**config.mk**
```make
export PLATFORM = sky130hd
export DESIGN_NAME = rx_dest_filter
export DESIGN_NICKNAME = d
export VERILOG_FILES = /design/src/rtl/rdf_pkg.sv /design/src/rtl/rdf_collect.sv /design/src/rtl/rdf_cfg.sv /design/src/rtl/rdf_match.sv /design/src/rtl/rx_dest_filter.sv
export SDC_FILE = /design/constraint.sdc
export NUM_CORES = 1
export LEC_CHECK = 0
export ABC_CLOCK_PERIOD_IN_PS = 2580
export CAP_MARGIN = 0
export CORE_ASPECT_RATIO = 2
export CORE_MARGIN = 2
export CORE_UTILIZATION = 40
export DETAILED_ROUTE_END_ITERATION = 7
export SLEW_MARGIN = 25
export SYNTH_ARGS = -nofsm -noshare
export SYNTH_HDL_FRONTEND = slang
export SYNTH_SLANG_ARGS = --single-unit
export TNS_END_PERCENT = 5
```
**constraint.sdc**
```tcl
create_clock -name clk -period 2.58 [get_ports clk]
set_input_delay 0.516 -clock clk [delete_from_list [all_inputs] [get_ports clk]]
set_output_delay 0.516 -clock clk [all_outputs]
set_load 0.05 [all_outputs]
```
**src/rtl/rdf_pkg.sv**
```systemverilog
package rdf_pkg;

  localparam int ADDR_OCTETS   = 6;
  localparam int ADDR_W        = 8 * ADDR_OCTETS;
  localparam int PREFIX_OCTETS = 3;
  localparam int PREFIX_W      = 8 * PREFIX_OCTETS;

  typedef struct packed {
    logic allmulti;
    logic promisc;
  } mode_t;

  // Station registers to a wire-order address (octet 0 in the top byte).
  function automatic logic [ADDR_W-1:0] station_from_regs(
      input logic [15:0] hi, input logic [31:0] lo);
    return {hi, lo};
  endfunction

  // Table entry (octet 0 in the low byte) to a wire-order prefix.
  function automatic logic [PREFIX_W-1:0] prefix_from_entry(
      input logic [PREFIX_W-1:0] e);
    return {e[7:0], e[15:8], e[23:16]};
  endfunction

  function automatic logic group_bit(input logic [ADDR_W-1:0] a);
    return a[ADDR_W-8];
  endfunction

  function automatic logic all_ones(input logic [ADDR_W-1:0] a);
    return &a;
  endfunction

endpackage

```
**src/rtl/rdf_collect.sv**
```systemverilog
module rdf_collect #(
  parameter int OCTETS = 6,
  localparam int CNT_W = $clog2(OCTETS + 1),
  localparam int AW    = 8 * OCTETS
) (
  input  logic          clk,
  input  logic          rst_n,
  input  logic          da_valid,
  input  logic          da_first,
  input  logic [7:0]    da_byte,
  output logic [AW-1:0] addr_full,
  output logic          last_byte
);

  logic [7:0]       held [OCTETS-1];
  logic [CNT_W-1:0] cnt;

  localparam logic [CNT_W-1:0] CNT_LAST = CNT_W'(OCTETS - 1);
  localparam logic [CNT_W-1:0] CNT_FULL = CNT_W'(OCTETS);

  logic take_mid;
  assign take_mid  = da_valid && !da_first && cnt != '0 && cnt != CNT_FULL;
  assign last_byte = take_mid && cnt == CNT_LAST;

  always_ff @(posedge clk) begin
    if (!rst_n) begin
      cnt <= '0;
    end else if (da_valid && da_first) begin
      cnt <= CNT_W'(1);
    end else if (take_mid) begin
      cnt <= cnt + CNT_W'(1);
    end
  end

  for (genvar i = 0; i < OCTETS - 1; i++) begin : g_slot
    always_ff @(posedge clk) begin
      if (!rst_n) begin
        held[i] <= '0;
      end else if (i == 0 && da_valid && da_first) begin
        held[i] <= da_byte;
      end else if (i != 0 && take_mid && cnt == CNT_W'(i)) begin
        held[i] <= da_byte;
      end
    end
    assign addr_full[AW-1-8*i -: 8] = held[i];
  end

  assign addr_full[7:0] = da_byte;

endmodule

```
**src/rtl/rdf_cfg.sv**
```systemverilog
module rdf_cfg
  import rdf_pkg::*;
#(
  parameter int ENTRIES = 4,
  parameter int SEL_W   = 3,
  localparam int TBL_BASE = 4
) (
  input  logic                        clk,
  input  logic                        rst_n,
  input  logic                        cfg_we,
  input  logic [SEL_W-1:0]            cfg_sel,
  input  logic [31:0]                 cfg_wdata,
  output logic [15:0]                 station_hi,
  output logic [31:0]                 station_lo,
  output mode_t                       mode,
  output logic [ENTRIES*PREFIX_W-1:0] tbl
);

  localparam logic [SEL_W-1:0] SEL_HI   = SEL_W'(0);
  localparam logic [SEL_W-1:0] SEL_LO   = SEL_W'(1);
  localparam logic [SEL_W-1:0] SEL_MODE = SEL_W'(2);

  always_ff @(posedge clk) begin
    if (!rst_n) begin
      station_hi <= '0;
      station_lo <= '0;
      mode       <= '0;
    end else if (cfg_we) begin
      if (cfg_sel == SEL_HI)   station_hi <= cfg_wdata[15:0];
      if (cfg_sel == SEL_LO)   station_lo <= cfg_wdata;
      if (cfg_sel == SEL_MODE) mode       <= mode_t'(cfg_wdata[1:0]);
    end
  end

  for (genvar n = 0; n < ENTRIES; n++) begin : g_entry
    localparam logic [SEL_W-1:0] SEL_N = SEL_W'(TBL_BASE + n);
    always_ff @(posedge clk) begin
      if (!rst_n) begin
        tbl[n*PREFIX_W +: PREFIX_W] <= '0;
      end else if (cfg_we && cfg_sel == SEL_N) begin
        tbl[n*PREFIX_W +: PREFIX_W] <= cfg_wdata[PREFIX_W-1:0];
      end
    end
  end

endmodule

```
**src/rtl/rdf_match.sv**
```systemverilog
module rdf_match
  import rdf_pkg::*;
#(
  parameter int ENTRIES = 4
) (
  input  logic [ADDR_W-1:0]           addr,
  input  logic [15:0]                 station_hi,
  input  logic [31:0]                 station_lo,
  input  mode_t                       mode,
  input  logic [ENTRIES*PREFIX_W-1:0] tbl,
  output logic                        station_hit,
  output logic                        bcast_hit,
  output logic                        group_hit,
  output logic                        tbl_hit,
  output logic                        accept_comb
);

  logic [ENTRIES-1:0] entry_hit;
  logic [PREFIX_W-1:0] addr_prefix;

  assign addr_prefix = addr[ADDR_W-1 -: PREFIX_W];

  for (genvar n = 0; n < ENTRIES; n++) begin : g_cmp
    logic [PREFIX_W-1:0] entry;
    assign entry        = tbl[n*PREFIX_W +: PREFIX_W];
    assign entry_hit[n] = (entry != '0) && (prefix_from_entry(entry) == addr_prefix);
  end

  assign station_hit = addr == station_from_regs(station_hi, station_lo);
  assign bcast_hit   = all_ones(addr);
  assign group_hit   = group_bit(addr);
  assign tbl_hit     = group_hit && (|entry_hit);

  assign accept_comb = mode.promisc || station_hit || bcast_hit ||
                       (group_hit && mode.allmulti) || tbl_hit;

endmodule

```
**src/rtl/rx_dest_filter.sv**
```systemverilog
module rx_dest_filter
  import rdf_pkg::*;
#(
  parameter int ENTRIES = 4,
  parameter int SEL_W   = 3
) (
  input  logic             clk,
  input  logic             rst_n,
  input  logic             cfg_we,
  input  logic [SEL_W-1:0] cfg_sel,
  input  logic [31:0]      cfg_wdata,
  input  logic             da_valid,
  input  logic             da_first,
  input  logic [7:0]       da_byte,
  output logic             dec_done,
  output logic             dec_accept
);

  logic [ADDR_W-1:0]           addr_full;
  logic                        last_byte;
  logic [15:0]                 station_hi;
  logic [31:0]                 station_lo;
  mode_t                       mode;
  logic [ENTRIES*PREFIX_W-1:0] tbl;
  logic                        station_hit;
  logic                        bcast_hit;
  logic                        group_hit;
  logic                        tbl_hit;
  logic                        accept_comb;
  logic                        mode_promisc;
  logic                        mode_allmulti;

  assign mode_promisc  = mode.promisc;
  assign mode_allmulti = mode.allmulti;

  rdf_collect #(.OCTETS(ADDR_OCTETS)) collect_i (
    .clk(clk), .rst_n(rst_n), .da_valid(da_valid), .da_first(da_first),
    .da_byte(da_byte), .addr_full(addr_full), .last_byte(last_byte)
  );

  rdf_cfg #(.ENTRIES(ENTRIES), .SEL_W(SEL_W)) cfg_i (
    .clk(clk), .rst_n(rst_n), .cfg_we(cfg_we), .cfg_sel(cfg_sel),
    .cfg_wdata(cfg_wdata), .station_hi(station_hi), .station_lo(station_lo),
    .mode(mode), .tbl(tbl)
  );

  rdf_match #(.ENTRIES(ENTRIES)) match_i (
    .addr(addr_full), .station_hi(station_hi), .station_lo(station_lo),
    .mode(mode), .tbl(tbl), .station_hit(station_hit), .bcast_hit(bcast_hit),
    .group_hit(group_hit), .tbl_hit(tbl_hit), .accept_comb(accept_comb)
  );

  always_ff @(posedge clk) begin
    if (!rst_n) begin
      dec_done   <= 1'b0;
      dec_accept <= 1'b0;
    end else begin
      dec_done   <= last_byte;
      dec_accept <= last_byte && accept_comb;
    end
  end

endmodule

```
* Word-level counts from Yosys, hierarchy flattened *
Memory sizes are Yosys's and may differ from the RTL's.
Cells that the tools add are included.

word-level totals
  flip-flop bits (word level) = 151
  bits in latches = 0
  RAM bits = 40
  bits in read-only memories = 0
  bits of input ports = 48
  output and inout bits = 2
  logic and storage cells = 98
  memories = 1

operators by class
  add/subtract/negate cells = 1
  multiply operators = 0
  div/mod/pow operators = 0
  $lt $le $gt $ge = 0
  equal/unequal tests = 17
  shift-type cells = 0
  mux-type cells = 23
  bitwise logic cells = 6
  reductions and logical operators = 38

memories
  memory          depth  bits a word  rd ports  clocked after Yosys merged registers in  write ports  line               text
  collect_i.held  5      8            5         0                                        5            rdf_collect.sv:15  logic [7:0] held [OCTETS-1];

operator list
  cell                                                                   number
  24-bit equality test                                                   4
  24-bit nonzero test                                                    4
  48-bit equality test                                                   1
  48-bit AND reduction                                                   1
  8-bit 2-to-1 mux                                                       5
  1-bit logical AND                                                      20
  3-bit equality test, second input constant                             6
  1-bit 2-to-1 mux                                                       18
  3-bit by 2-bit equality test with 1-bit output, second input constant  3
  3-bit by 1-bit equality test with 1-bit output, second input constant  2
  2-bit AND reduction                                                    3
  1-bit bitwise OR                                                       5
  1-bit logical OR                                                       4
  4-bit OR reduction                                                     1
  3-bit by 1-bit adder with 3-bit output, second input constant          1
  3-bit logical NOT                                                      1
  3-bit inequality test, second input constant                           1
  3-bit nonzero test                                                     1
  2-bit nonzero test                                                     1
  2-bit OR reduction                                                     1
  1-bit logical NOT                                                      1
  1-bit NOT                                                              1

* Depth between registers and ports, before layout *
  depth after elaboration = 9
  mapped depth = 8
  gate-level depth less buffers = 8

* Hierarchy *
From an unflattened synthesis, not the netlist that was laid out.

unflattened totals
  cells, all modules = 920
  area total of the unflattened synthesis = 9286.4 um^2

modules (own cells, without submodules)
  module          instances  cells an instance  area each (um^2)  sequential area each (um^2)
  rdf_cfg         1          514                5297.6            2922.8
  rdf_match       1          272                2073.2            0.0
  rdf_collect     1          130                1863.0            1261.2
  rx_dest_filter  1          4                  52.6              40.0

* Worst setup path after synthesis *
OpenSTA, ideal clock, no wires.

  kind = register to register
  start point = register collect_i.cnt[0]
  end point = memory collect_i.held[1][0] (enable)
  setup time = 0.384 ns
  arrival time = 1.634 ns
  required time = 2.196 ns
  setup slack = 0.562 ns
  stages on the path, launching flop included = 6
  path buffers = 0
  period minus slack after synthesis = 2.018 ns
  cells stage by stage = dfxtp_1 > inv_1 > ha_1 > mux2i_1 > nand3b_2 > o21ai_0

RTL lines
  item                      line               text
  start: declaration        rdf_collect.sv:16  logic [CNT_W-1:0] cnt;
  start signal: assignment  rdf_collect.sv:31  cnt <= cnt + CNT_W'(1);
  end: declaration          rdf_collect.sv:15

* Worst setup path in the final report *
  start point = register dec_accept
  end point = output dec_accept

RTL lines
  item                      line                  text
  start: declaration        rx_dest_filter.sv:16  output logic dec_accept
  start signal: assignment  rx_dest_filter.sv:59  dec_accept <= last_byte && accept_comb;

No word-level cell between the ends.

==> results.yml <==
clock_network:
  cts_tree: "done"
  post_cts_resized: 0
  hold_buffers: 0
  cts_buffers: 17
  clk_pin_slew_ps: 70
  htreeDepth: 4
  clk_latency_ps: 460
  clockBufferDepth: 2
  clockRootBuffer: "clkbuf_16"
  post-cts-setup-buffer-count: 0
  cts_sinks: 191
layout:
  syn_to_final_growth_pct: 14.86
  drive_gt1_share_pct: 5.937
  antenna_cells: 0
  design_area_um2: 10560
  fin_nets: 1118
synth:
  ys_warn_count: 0
  ys_ff_latch: 191
  synthesis.nets: 1093
  syn_area_um2: 9196
  synthCells: 1040
  yosysSeqAreaShare_pct: 45.93
  syn_area_per_cell_um2: 8.843
  synth_cell_types: 29
global_route:
  gr-total-overflow: 0
  grt_pass1_wl_mm: 45.02
  grt.total_usage_pct: 25.41
  first_global_vias: 7472
  antenna_found_initial: 0
  grt_max_degree: 147
place:
  hpwlAfterDp_mm: 23.01
  io_buffers: 49
  placed_area_um2: 9952
  gp_congestion: 1.003
timing:
  slew_violations: 0
  fin_crit_ps: 2185
  finalClockSkew_ps: 10.89
  relSlewSlack_pct: 53.03
  finalSetupTns_ps: 0
  worstMarginPinSlew_ps: 704.5
  hold_ws_ps: 357.9
  max_freq_mhz: 457.7
  hold_viol_final: 0
  min_period_over_period_pct: 84.69
  setup-violations-final: 0
  rsz0062_at_grt: "false"
routing:
  first_iter_violations: 498
  via_per_inst: 5.433
  wire_per_inst_um: 22.28
  drtPass1Iterations: 5
  routed_wl_mm: 30.26
  drcViolationCount: 0
  vias: 7378
  ant_nets: 0
critical_path:
  crit_path_end_kind: "output pin"
  cp_max_fo: 1
  critPathSlowestCell: "clkdlybuf4s50_1"
  critical_path_buf_inv_count: 1
  slowest_delay_ps: 820
  worstSetupStartpointType: "flop"
  criticalPathCategory: "reg2out"
  crit_chain: "clkdlybuf4s50_1"
  critPathTopFamily: "buffers and inverters"
  required_ps: 2060
  crit_arrival_ps: 1670
die:
  die_w_um: 111.2
  placementRows: 78
  die_y_um: 218.4
  start_util_pct: 40.62
  core_area_um2: 22640
  io_pins: 50
  dieArea_um2: 24290
worst_hold_path:
  hold_class: "in2reg"
power:
  pwr_density_cell_nw_per_um2: 622.3
  vdd_drop_max_v: 0.0004347
  p_leak_nw: 4.176
  power_w: 0.006573
status:
  outcome: "complete, no violations"
job:
  cap_viol_max_count: 0
[cells in the mapped netlist]
master | count | area [µm²]
and2_1 | 40 | 250.2
a21oi_1 | 2 | 10.01
nor4_1 | 63 | 394.1
edfxtp_1 | 40 | 1201
nor2_1 | 12 | 45.04
nand4_1 | 24 | 150.1
xor2_1 | 144 | 1261
dfxtp_1 | 151 | 3023
nor3_1 | 1 | 5.000
inv_1 | 5 | 18.77
o21ai_0 | 7 | 35.03
mux2i_1 | 1 | 10.01
nor3_2 | 2 | 20.02
a21o_1 | 1 | 7.510
o211ai_1 | 4 | 30.03
and3_1 | 2 | 12.51
or3_1 | 2 | 12.51
nand2_1 | 305 | 1145
or2_1 | 3 | 18.77
nand3b_2 | 1 | 11.26
o22ai_1 | 2 | 12.51
xnor2_1 | 1 | 8.760
ha_1 | 5 | 62.56
clkbuf_1 | 28 | 105.1
a21boi_1 | 107 | 803.3
buf_2 | 43 | 215.2
a21boi_0 | 40 | 300.3
nand2b_1 | 3 | 18.77
a2111oi_0 | 1 | 8.760
[cell usage in the layout (no fill, tap or decap), types with 2 or more instances in the layout]
cell,n
a21boi_0,40
nand2_1,305
or3_1,2
clkinv_4,4
nand4_1,24
or2_1,3
buf_4,27
ha_1,5
nor3_2,2
buf_12,2
a21oi_1,2
dfxtp_1,151
clkbuf_16,18
and3_1,2
a21boi_1,107
nand2b_1,3
nor4_1,63
and2_1,40
clkbuf_8,2
inv_1,5
clkdlybuf4s50_1,48
o21ai_0,7
clkinvlp_4,3
xor2_1,144
o22ai_1,2
edfxtp_1,40
bufinv_16,2
o211ai_1,4
nor2_1,11
[registers in the layout (all words and copies together) (netlist names)]
signal	cells
cfg_i.tbl	96
collect_i.held	40
cfg_i.station_lo	32
cfg_i.station_hi	16
collect_i.cnt	3
cfg_i.mode	2
dec_accept	1
dec_done	1
[stage by stage]
stage / setup slack (ps) / cells / utilization, %
global route: 280.9 / 1358 / 46.65
CTS: 384.5 / 1358 / 46.65
detailed placement: 321.9 / 1326 / 43.95
finish: 395.0 / 1358 / 46.65
global placement: 334.5 / 1326 / 43.95
floorplan: 562.5 / 1040 / -
[metal layers]
layer	part of all wire, %	GRT usage [%]	up-vias
met5	0	0	-
li1	-	-	3523
met3	2.8	3.550	112
met2	55	48.66	202
met1	33	23.75	3541
met4	8.3	19.67	0
[final timing paths]
check | start | slack, ps | endpoint | cells after the start
max | dec_accept | 390 | dec_accept | 1
min | rst_n | 360 | collect_i.cnt[0] | 2
max reg2reg | collect_i.cnt[0] | 480 | collect_i.held[4][6] | 8
min reg2reg | cfg_i.station_lo[1] | 470 | cfg_i.station_lo[1] | 2
[kinds of logic (layout without fill, tap and decap cells)]
family	after synthesis	after routing	synth area share (%)
AO/OA/AOI/OAI	164	164	13.13
XOR/XNOR	145	145	13.81
flip-flops	191	191	45.93
adder cells (fa/ha/maj)	5	5	0.6803
AND/OR/NAND/NOR	458	458	22.65
buffers and inverters	76	114	3.687
multiplexers	1	1	0.1088
[cell type report]
cell class	instances	area (µm²)
Sequential cell	191	4224
Clock inverter	12	132.6
Fill cell	2207	12080
Clock buffer	20	478.0
Multi-Input combinational cell	773	4636
Tap cell	280	350.3
Inverter	5	18.77
Timing Repair Buffer	77	723.2
[where the power goes]
part	switching [W]	internal (W)	leakage, nW
logic	0.000324	0.000252	2.25
clock network	0.00120	0.00154	0.291
registers	0.000138	0.00313	1.63
total	0.00166	0.00491	4.18
Power figures use the tool's default switching activity.
